## src/rtl/sfifo_pkg.sv

```systemverilog
package sfifo_pkg;
  // Per-cycle strobes sent from control to datapath
  typedef struct packed {
    logic push;     // store wrData at wrAddr
    logic pop;      // load rdData from rdAddr
    logic offRead;  // load rdData with an offset value
    logic clear;    // partial clear
  } fifoStrobe_t;
endpackage

```

## src/rtl/sfifo_datapath.sv

```systemverilog
module sfifo_datapath
  import sfifo_pkg::*;
#(
  parameter int unsigned DATA_W   = 16,
  parameter int unsigned DEPTH    = 64,
  parameter int unsigned LOW_DEF  = 2,
  parameter int unsigned HIGH_DEF = 2
) (
  input  logic                       clk,
  input  logic                       rstN,
  input  fifoStrobe_t                strobe,
  input  logic [$clog2(DEPTH)-1:0]   wrAddr,
  input  logic [$clog2(DEPTH)-1:0]   rdAddr,
  input  logic [DATA_W-1:0]          wrData,
  input  logic                       serEn,
  input  logic                       serBit,
  output logic [$clog2(DEPTH):0]     lowOff,
  output logic [$clog2(DEPTH):0]     highOff,
  output logic [DATA_W-1:0]          rdData
);
  localparam int unsigned ADDR_W  = $clog2(DEPTH);
  localparam int unsigned CNT_W   = ADDR_W + 1;
  localparam int unsigned CHAIN_W = 2 * CNT_W;

  logic [DATA_W-1:0]  mem [DEPTH];
  logic [CHAIN_W-1:0] offChain;
  logic               readHigh;

  assign lowOff  = offChain[CNT_W-1:0];
  assign highOff = offChain[CHAIN_W-1:CNT_W];

  // Storage array, no reset
  always_ff @(posedge clk) begin
    if (strobe.push) mem[wrAddr] <= wrData;
  end

  // Offset chain: new bit enters at the top, so the first bit ends at bit 0
  always_ff @(posedge clk) begin
    if (!rstN)      offChain <= {CNT_W'(HIGH_DEF), CNT_W'(LOW_DEF)};
    else if (serEn) offChain <= {serBit, offChain[CHAIN_W-1:1]};
  end

  // Output register and readback alternation
  always_ff @(posedge clk) begin
    if (!rstN || strobe.clear) begin
      rdData   <= '0;
      readHigh <= 1'b0;
    end else if (strobe.pop) begin
      rdData <= mem[rdAddr];
    end else if (strobe.offRead) begin
      rdData   <= readHigh ? DATA_W'(highOff) : DATA_W'(lowOff);
      readHigh <= ~readHigh;
    end
  end
endmodule

```

## src/rtl/sfifo_ctrl.sv

```systemverilog
module sfifo_ctrl
  import sfifo_pkg::*;
#(
  parameter int unsigned DEPTH = 64
) (
  input  logic                       clk,
  input  logic                       rstN,
  input  logic                       clearIn,
  input  logic                       flagModeIn,
  input  logic                       wrEn,
  input  logic                       rdEn,
  input  logic                       loadSel,
  input  logic                       markIn,
  input  logic                       rewindIn,
  input  logic [$clog2(DEPTH):0]     lowOff,
  input  logic [$clog2(DEPTH):0]     highOff,
  output fifoStrobe_t                strobe,
  output logic [$clog2(DEPTH)-1:0]   wrAddr,
  output logic [$clog2(DEPTH)-1:0]   rdAddr,
  output logic                       isEmpty,
  output logic                       isFull,
  output logic                       aboveLowMark,
  output logic                       belowHighMark
);
  localparam int unsigned ADDR_W = $clog2(DEPTH);
  localparam int unsigned CNT_W  = ADDR_W + 1;
  localparam logic [CNT_W-1:0] FULL_CNT = CNT_W'(DEPTH);

  logic [ADDR_W-1:0] wrPtr, rdPtr, markPtr, rewindTgt;
  logic              markValid;
  logic [CNT_W-1:0]  count, freeCnt;
  logic              flagSync, lowReg, highReg, lowNow, highNow;
  logic              idleCmd;

  assign wrAddr = wrPtr;
  assign rdAddr = rdPtr;

  always_comb begin
    isEmpty        = (count == '0);
    isFull         = (count == FULL_CNT);
    idleCmd        = !clearIn && !rewindIn;
    strobe.clear   = clearIn;
    strobe.pop     = idleCmd && rdEn && loadSel && !isEmpty;
    strobe.offRead = idleCmd && rdEn && !loadSel;
    strobe.push    = idleCmd && wrEn && (!isFull || strobe.pop);
    rewindTgt      = markValid ? markPtr : '0;
    freeCnt        = FULL_CNT - count;
    lowNow         = (count >= lowOff);
    highNow        = (freeCnt > highOff);
  end

  // Pointers, occupancy and mark
  always_ff @(posedge clk) begin
    if (!rstN || clearIn) begin
      wrPtr     <= '0;
      rdPtr     <= '0;
      count     <= '0;
      markPtr   <= '0;
      markValid <= 1'b0;
    end else if (rewindIn) begin
      rdPtr <= rewindTgt;
      count <= {1'b0, wrPtr - rewindTgt};
    end else begin
      if (strobe.push) wrPtr <= wrPtr + 1'b1;
      if (strobe.pop)  rdPtr <= rdPtr + 1'b1;
      if (strobe.push && !strobe.pop)      count <= count + 1'b1;
      else if (strobe.pop && !strobe.push) count <= count - 1'b1;
      if (markIn) begin
        markPtr   <= rdPtr;
        markValid <= 1'b1;
      end
    end
  end

  // Flag timing mode and registered flag copies
  always_ff @(posedge clk) begin
    if (!rstN) begin
      flagSync <= flagModeIn;
      lowReg   <= 1'b0;
      highReg  <= 1'b1;
    end else begin
      lowReg  <= lowNow;
      highReg <= highNow;
    end
  end

  assign aboveLowMark  = flagSync ? lowReg  : lowNow;
  assign belowHighMark = flagSync ? highReg : highNow;
endmodule

```

## src/rtl/sync_fifo_pflags.sv

```systemverilog
module sync_fifo_pflags
  import sfifo_pkg::*;
#(
  parameter int unsigned DATA_W   = 16,
  parameter int unsigned DEPTH    = 64,
  parameter int unsigned LOW_DEF  = 2,
  parameter int unsigned HIGH_DEF = 2
) (
  input  logic              clk,
  input  logic              rstN,
  input  logic              clearIn,
  input  logic              flagModeIn,
  input  logic              wrEn,
  input  logic [DATA_W-1:0] wrData,
  input  logic              rdEn,
  input  logic              loadSel,
  output logic [DATA_W-1:0] rdData,
  input  logic              serEn,
  input  logic              serBit,
  input  logic              markIn,
  input  logic              rewindIn,
  output logic              isEmpty,
  output logic              isFull,
  output logic              aboveLowMark,
  output logic              belowHighMark
);
  localparam int unsigned ADDR_W = $clog2(DEPTH);
  localparam int unsigned CNT_W  = ADDR_W + 1;

  fifoStrobe_t       strobe;
  logic [ADDR_W-1:0] wrAddr, rdAddr;
  logic [CNT_W-1:0]  lowOff, highOff;

  sfifo_ctrl #(.DEPTH(DEPTH)) i_ctrl (
    .clk(clk), .rstN(rstN), .clearIn(clearIn), .flagModeIn(flagModeIn),
    .wrEn(wrEn), .rdEn(rdEn), .loadSel(loadSel), .markIn(markIn),
    .rewindIn(rewindIn), .lowOff(lowOff), .highOff(highOff),
    .strobe(strobe), .wrAddr(wrAddr), .rdAddr(rdAddr),
    .isEmpty(isEmpty), .isFull(isFull),
    .aboveLowMark(aboveLowMark), .belowHighMark(belowHighMark)
  );

  sfifo_datapath #(
    .DATA_W(DATA_W), .DEPTH(DEPTH), .LOW_DEF(LOW_DEF), .HIGH_DEF(HIGH_DEF)
  ) i_datapath (
    .clk(clk), .rstN(rstN), .strobe(strobe), .wrAddr(wrAddr), .rdAddr(rdAddr),
    .wrData(wrData), .serEn(serEn), .serBit(serBit),
    .lowOff(lowOff), .highOff(highOff), .rdData(rdData)
  );
endmodule

```

## config.mk

```make
export PLATFORM = sky130hd
export DESIGN_NAME = sync_fifo_pflags
export DESIGN_NICKNAME = d
export VERILOG_FILES = /design/src/rtl/sfifo_pkg.sv /design/src/rtl/sfifo_datapath.sv /design/src/rtl/sfifo_ctrl.sv /design/src/rtl/sync_fifo_pflags.sv
export SDC_FILE = /design/constraint.sdc
export NUM_CORES = 1
export LEC_CHECK = 0
export ABC_CLOCK_PERIOD_IN_PS = 3970
export BUFFER_PORTS_ARGS = -buffer_cell sky130_fd_sc_hd__buf_2
export CORE_ASPECT_RATIO = 0.8
export CORE_MARGIN = 3
export CORE_UTILIZATION = 51
export DETAILED_ROUTE_END_ITERATION = 16
export MAX_ROUTING_LAYER = met4
export PLACE_DENSITY = 0.63
export SETUP_SLACK_MARGIN = 0.02
export SYNTH_ARGS = -nofsm -noshare
export SYNTH_HDL_FRONTEND = slang
export SYNTH_SLANG_ARGS = --single-unit
```

## constraint.sdc

```tcl
create_clock -name clk -period 3.97 [get_ports clk]
set_clock_uncertainty 0.05 [all_clocks]
set_input_delay 0.794 -clock clk [delete_from_list [all_inputs] [get_ports clk]]
set_output_delay 0.794 -clock clk [all_outputs]
set_load 0.02 [all_outputs]
```

==> metrics.md, run 1 <==
| Metric | Value |
|---|---|
| Most common cell after layout, fill and taps aside | edfxtp_1 |
| Share of layout cells above drive strength 1 | 0.275 |
| Most frequent cells in the layout | edfxtp_1 (1025), mux4_2 (240), buf_4 (166) |
| Routed WL | 109 mm |
| Final ANT Viol Nets | 0 |
| Via-to-Cell Ratio | 6.29 |
| Maximum root-to-sink buffer count | 3 |
| Nets | 2380 |
| Largest net degree at the start of global routing | 65 |
| # IOs | 47 |
| Post-synthesis sequential area ratio | 0.750 |
| Comb power frac | 0.027 |
| Initial antenna violation count | 4 |
| Reg power frac | 0.539 |
| Startpoint types | flip-flop |
| Min Clock Period, post-route | 3.79 ns |
| Synth warn | 0 |
| Slew Limit Fails | 0 |
| Clock power share | 0.434 |
| Clock-pin slew on the worst setup and hold paths | 0.06 ns |
| CTS buffer count | 104 |
| Worst vdd ir | 468 uV |
| Yosys top cell by area | edfxtp_1 |
| Switching share of power | 0.200 |
| Number of synthesized flops with an enable pin | 1025 |
| Net Switching | 0.00468 W |
| Final hold violation count | 0 |
| PortBufs | 46 |
| Post-route DRC | 0 |
| Die Height | 265 um |
| Hold WC Path Type | in2reg |
| Status | complete, no violations |
| Most used DFF post-synth | edfxtp_1 |
| Routed len/inst | 30.9 um |
| Num rows | 94 |
| WP data arrival | 2.94 ns |
| Fillcell total | 5963 |
| Synth-to-layout area growth | 13.8% |
| Pleak | 15.3 nW |
| Top cells by area, synth | edfxtp_1 (72%), mux4_2 (13%), dfxtp_1 (3.0%), mux2i_1 (1.7%), nor2_1 (1.1%) |
| Mapped Avg Cell Area | 20.2 um2 |
| Die Span X | 330 um |
| Core area | 82700 um2 |
| Syn Nets | 2171 |
| Power Total | 0.0234 W |
| Int Pwr | 0.0187 W |
| CP Capture Type | output pin |
| Overall Global Routing Usage | 0.261 |
| PwrDens | 481 nW/um2 |
| CTS Hold Bufs | 0 |
| Post-synth cell types | 79 |
| Via count | 22100 |
| Post-layout util | 0.588 |
| H-tree depth | 3 |
| Tcrit/Tclk final | 0.954 |
| Worst Tran Pin Value | 1.22 ns |
| Gr ovfl total | 0 |
| DR iter-0 viols | 2973 |
| Die area | 87400 um2 |
| Crit path kind | reg2out |
| Worst slew margin | 0.189 |
| Post-DP HPWL | 70.4 mm |
| CTS tree | built |
| Post-route setup slack | 0.182 ns |
| Synthesized area | 42800 um2 |
| Worst endpoint required time | 3.13 ns |
| Setup violators final | 0 |
| Pre-antenna DRT Iters | 5 |
| Crit-path max FO | 5 |
| Vias in the first global route | 22100 |
| Clock root cell | clkbuf_16 |
| Gpl congestion | 0.944 |
| Max Freq | 264 MHz |
| Post-Syn Instances | 2114 |
| Skew-Pair Late Insertion Delay | 0.68 ns |
| Post-synth top area share | 0.720 |
| Yosys reg bits | 1090 |
| FFs w/ async S/R, synth | 0 |
| Max-Cap Viols | 0 |
| DP Worst Slack | 0.226 ns |
| Initial Utilization | 0.517 |
| First-pass GRT wire length | 158 mm |
| # clock sinks | 1090 |
-- Yosys cell counts, types with 4 or more instances --
master    number
nor2_1       126
o22ai_1       28
a221oi_1      15
edfxtp_1    1025
a22oi_1       35
buf_12         4
mux4_2       240
a22o_1        27
nor2b_1       12
a221o_1        7
nor3b_1        4
buf_1         15
nand3_1        9
xnor2_1       16
nand4_1        9
clkbuf_1      41
inv_1         25
a211o_1        5
o31ai_1        4
a21o_1         7
mux2i_1       71
xor2_1         6
and2_1         4
o221ai_1       8
nand2_1       65
nor3_1        14
a211oi_1      14
buf_6         11
o21ai_0       13
ha_1          28
a31oi_1        4
or3_1          4
nand2b_1      11
a21oi_1       29
dfxtp_1       65
buf_2         32
a221oi_2       4
mux2_2         5
o211ai_1       7
buf_4         10
-- metrics by stage --
step,instances,setup TNS (ns),area [um2],hold WS [ns]
after floorplan,2114,0,42800,0.405
after global placement,3320,0,45100,0.419
after detailed placement,3320,0,45100,0.440
after CTS,3515,0,48600,0.236
after global routing,3517,-0.0234,48700,0.250
final,3517,0,48700,0.270
-- registers in the layout, indices dropped and copies added (netlist names), named ones only --
| name | flops |
|---|---|
| i_datapath.offChain | 14 |
| i_datapath.mem | 1024 |
| i_ctrl.count | 7 |
| i_ctrl.flagSync | 1 |
| i_ctrl.lowReg | 1 |
| i_ctrl.markValid | 1 |
| i_ctrl.wrAddr | 6 |
| i_datapath.rdData | 16 |
| i_datapath.readHigh | 1 |
| i_ctrl.markPtr | 6 |
| i_ctrl.highReg | 1 |
| i_ctrl.rdAddr | 6 |
-- power groups by stage --
stage	clock, W	sequential [W]	combinational, W
3_3_place_gp	0	0.0128	0.000602
3_5_place_dp	0	0.0128	0.000619
5_1_grt	0.0108	0.0126	0.000678
4_1_cts	0.0103	0.0126	0.000626
2_1_floorplan	0	0.0128	0.000272
6_report	0.0102	0.0126	0.000629
-- metal layers --
metal | GRT usage | part of all wire | vias to the layer above
met2 | 0.377 | 0.46 | 1049
met1 | 0.391 | 0.43 | 11800
met4 | 0.0547 | 0.017 | 0
met3 | 0.0538 | 0.095 | 139
met5 | - | 0 | -
li1 | - | - | 9193
-- cell families after synthesis --
logic type      Yosys count  share of synthesized area
flops                  1090                      0.750
mux                     320                      0.146
simple gates            280                     0.0301
compound gates          232                     0.0419
buf+inv                 140                     0.0179
fa+ha+maj                30                    0.00913
xor+xnor                 22                    0.00451
-- path summary, 6_finish.rpt --
kind	endpoint	start	cells past startpoint	slack, ns
max	belowHighMark	i_ctrl.count[0]	11	0.18
min	i_ctrl.flagSync	flagModeIn	1	0.27
max reg2reg	i_ctrl.count[5]	i_ctrl.count[0]	11	0.39
min reg2reg	i_ctrl.markPtr[4]	i_ctrl.markPtr[4]	2	0.45
-- worst max-delay path, stage by stage, from the launching register on --
cell	delay, ns
dfxtp_4	0.37
inv_4	0.08
ha_4	0.14
or4b_4	0.48
o21ai_2	0.12
nand2b_1	0.08
ha_1	0.30
nand4_1	0.15
o21ai_2	0.17
o22ai_2	0.11
o21ai_1	0.14
buf_4	0.16
-- final cells by class --
class                      instances  area, um2  share of cell area
sequential                      1090      32100               0.660
tap                             1104       1380              0.0284
timing repair buffer             218       1610              0.0331
antenna                            2       5.00            0.000103
multi-input combinational        884       9970               0.205
clock buffer                     128       2740              0.0562
inverter                          25       96.3             0.00198
clock inverter                    66        758              0.0156
-- repair_timing --
item                                    in CTS  in global routing
buffers inserted                             1                  0
hold endpoints to repair                     0                  0
pin swaps                                    1                  3
endpoints found under the setup margin       1                  1
resized for setup                            9                  9
Power figures use the tool's default switching activity.
==> run 2, diff against run 1 <==
--- a/config.mk
+++ b/config.mk
@@ -11,6 +11,7 @@
 export CORE_MARGIN = 3
 export CORE_UTILIZATION = 51
 export DETAILED_ROUTE_END_ITERATION = 16
+export GPL_TIMING_DRIVEN = 0
 export MAX_ROUTING_LAYER = met4
 export PLACE_DENSITY = 0.63
 export SETUP_SLACK_MARGIN = 0.02
==> run 2 against run 1 <==
- combinational power is 3% higher
- critical path depth is 1 higher
- register-to-register slack worse by 0.22 ns
- critical endpoint unchanged
- non-clock buffer count is 3 higher
- largest power group unchanged
- fmax is 3.8% lower
- sequential share of layout area is 0.96 points lower
- highest routed layer unchanged
- worst setup slack worse by 0.15 ns
==> metrics.md, run 2 (synthesis gave the netlist of run 1 again) <==
| Metric | Value |
|---|---|
| Gpl congestion | 0.959 |
| DP Worst Slack | -0.231 ns |
| # IOs | 47 |
| Nets | 2382 |
| Final hold violation count | 0 |
| Setup violators final | 0 |
| Hold WC Path Type | in2reg |
| Via count | 23000 |
| Post-route DRC | 0 |
| Max FFs per register | 1024 |
| Initial Utilization | 0.517 |
| Num rows | 94 |
| Die area | 87400 um2 |
| CP Capture Type | output pin |
| Most common cell after layout, fill and taps aside | edfxtp_1 |
| Final ANT Viol Nets | 0 |
| Post-DP HPWL | 81.7 mm |
| Placed Area | 45800 um2 |
| Clock root cell | clkbuf_16 |
| Pre-antenna DRT Iters | 6 |
| Die Height | 265 um |
| Synth-to-layout area growth | 15.4% |
| WP data arrival | 3.09 ns |
| Status | complete, no violations |
| Most frequent cells in the layout | edfxtp_1 (1025), mux4_2 (240), clkbuf_16 (104) |
| Power Total | 0.0232 W |
| Core area | 82700 um2 |
| Post-layout util | 0.597 |
| Cells after DPL | 3320 |
| Maximum root-to-sink buffer count | 3 |
| Worst Tran Pin Value | 1.38 ns |
| Max Freq | 254 MHz |
| Initial antenna violation count | 4 |
| Gr ovfl total | 0 |
| Crit-path max FO | 7 |
| Pleak | 15.3 nW |
| RSZ-0062 raised after global routing | true |
| PwrDens | 471 nW/um2 |
| Biggest regs | i_datapath.mem: 1024 flops, i_datapath.rdData: 16 flops, i_datapath.offChain: 14 flops |
| Worst vdd ir | 436 uV |
| Clock-pin slew on the worst setup and hold paths | 0.06 ns |
| Via-to-Cell Ratio | 6.52 |
| CTS Hold Bufs | 0 |
| Worst slew margin | 0.0810 |
| Worst endpoint required time | 3.13 ns |
| Overall Global Routing Usage | 0.289 |
| Largest net degree at the start of global routing | 65 |
| H-tree depth | 3 |
| Vias in the first global route | 22500 |
| Startpoint types | flip-flop |
| Fillcell total | 5837 |
| Skew-Pair Late Insertion Delay | 0.69 ns |
| Die Span X | 330 um |
| Min Clock Period, post-route | 3.94 ns |
| Slew Limit Fails | 0 |
| CTS tree | built |
| # clock sinks | 1090 |
| Final Non-Filler Cells | 3519 |
| Share of layout cells above drive strength 1 | 0.276 |
| Crit path kind | reg2out |
| PortBufs | 44 |
| Max-Cap Viols | 0 |
| Tcrit/Tclk final | 0.992 |
| Routed WL | 121 mm |
| CTS buffer count | 103 |
| DR iter-0 viols | 3299 |
| Routed len/inst | 34.3 um |
| Post-route setup slack | 0.0330 ns |
| Top reg by flops | i_datapath.mem |
| First-pass GRT wire length | 171 mm |
| Final Cell Area | 49400 um2 |
run 2: timing repair:
item | 4_1_cts | 5_1_grt
buffers inserted | 1 | 4
setup endpoints to repair | 6 | 8
gates resized for setup | 10 | 24
pin swaps | 3 | 5
hold endpoints to repair | 0 | 0
run 2: layer usage:
| metal | part of all wire | wire (um) | global-route usage |
|---|---|---|---|
| met5 | 0 | 0 | - |
| met4 | 0.036 | 4300 | 0.0904 |
| met3 | 0.10 | 12300 | 0.0612 |
| met2 | 0.44 | 53100 | 0.405 |
| met1 | 0.42 | 51000 | 0.430 |
run 2: where the power goes:
| group | internal (W) | switching [W] | total [W] |
|---|---|---|---|
| logic | 0.000185 | 0.000460 | 0.000645 |
| registers | 0.0126 | 0.0000196 | 0.0126 |
| clock network | 0.00568 | 0.00430 | 0.00998 |
run 2: critical path: stages, from the launching register on:
cell and delay [ns]:
dfxtp_4 0.37, inv_4 0.08, ha_4 0.14, or4b_4 0.47, buf_8 0.16, o21ai_4 0.14, nand2b_4 0.08, ha_4 0.27
nand4_1 0.14, o21ai_2 0.22, o22ai_4 0.09, o21ai_1 0.12, buf_4 0.15
run 2: final timing paths:
path                startpoint  depth (start not counted)                    to  slack, ns
max reg2reg          flip-flop                          8  i_datapath.rdData[1]       0.17
min reg2reg  i_ctrl.markPtr[4]                          2     i_ctrl.markPtr[4]       0.45
min                 flagModeIn                          1       i_ctrl.flagSync       0.28
max            i_ctrl.count[0]                         12         belowHighMark       0.03
run 2: final cells by class:
class	instances	area [um2]	area share
sequential	1090	32100	0.650
multi-input combinational	884	10200	0.206
clock buffer	125	2720	0.0552
timing repair buffer	107	1480	0.0300
tap	1104	1380	0.0280
clock inverter	66	704	0.0143
buffer	114	686	0.0139
inverter	25	96.3	0.00195
antenna	4	10.0	0.000203
run 2: stage by stage:
step | hold slack [ns] | TNS (ns)
after CTS | 0.255 | -0.142
final | 0.283 | 0
after global routing | 0.264 | -0.0838
after floorplan | 0.405 | 0
after global placement | 0.425 | -245.59
after detailed placement | 0.438 | -0.362
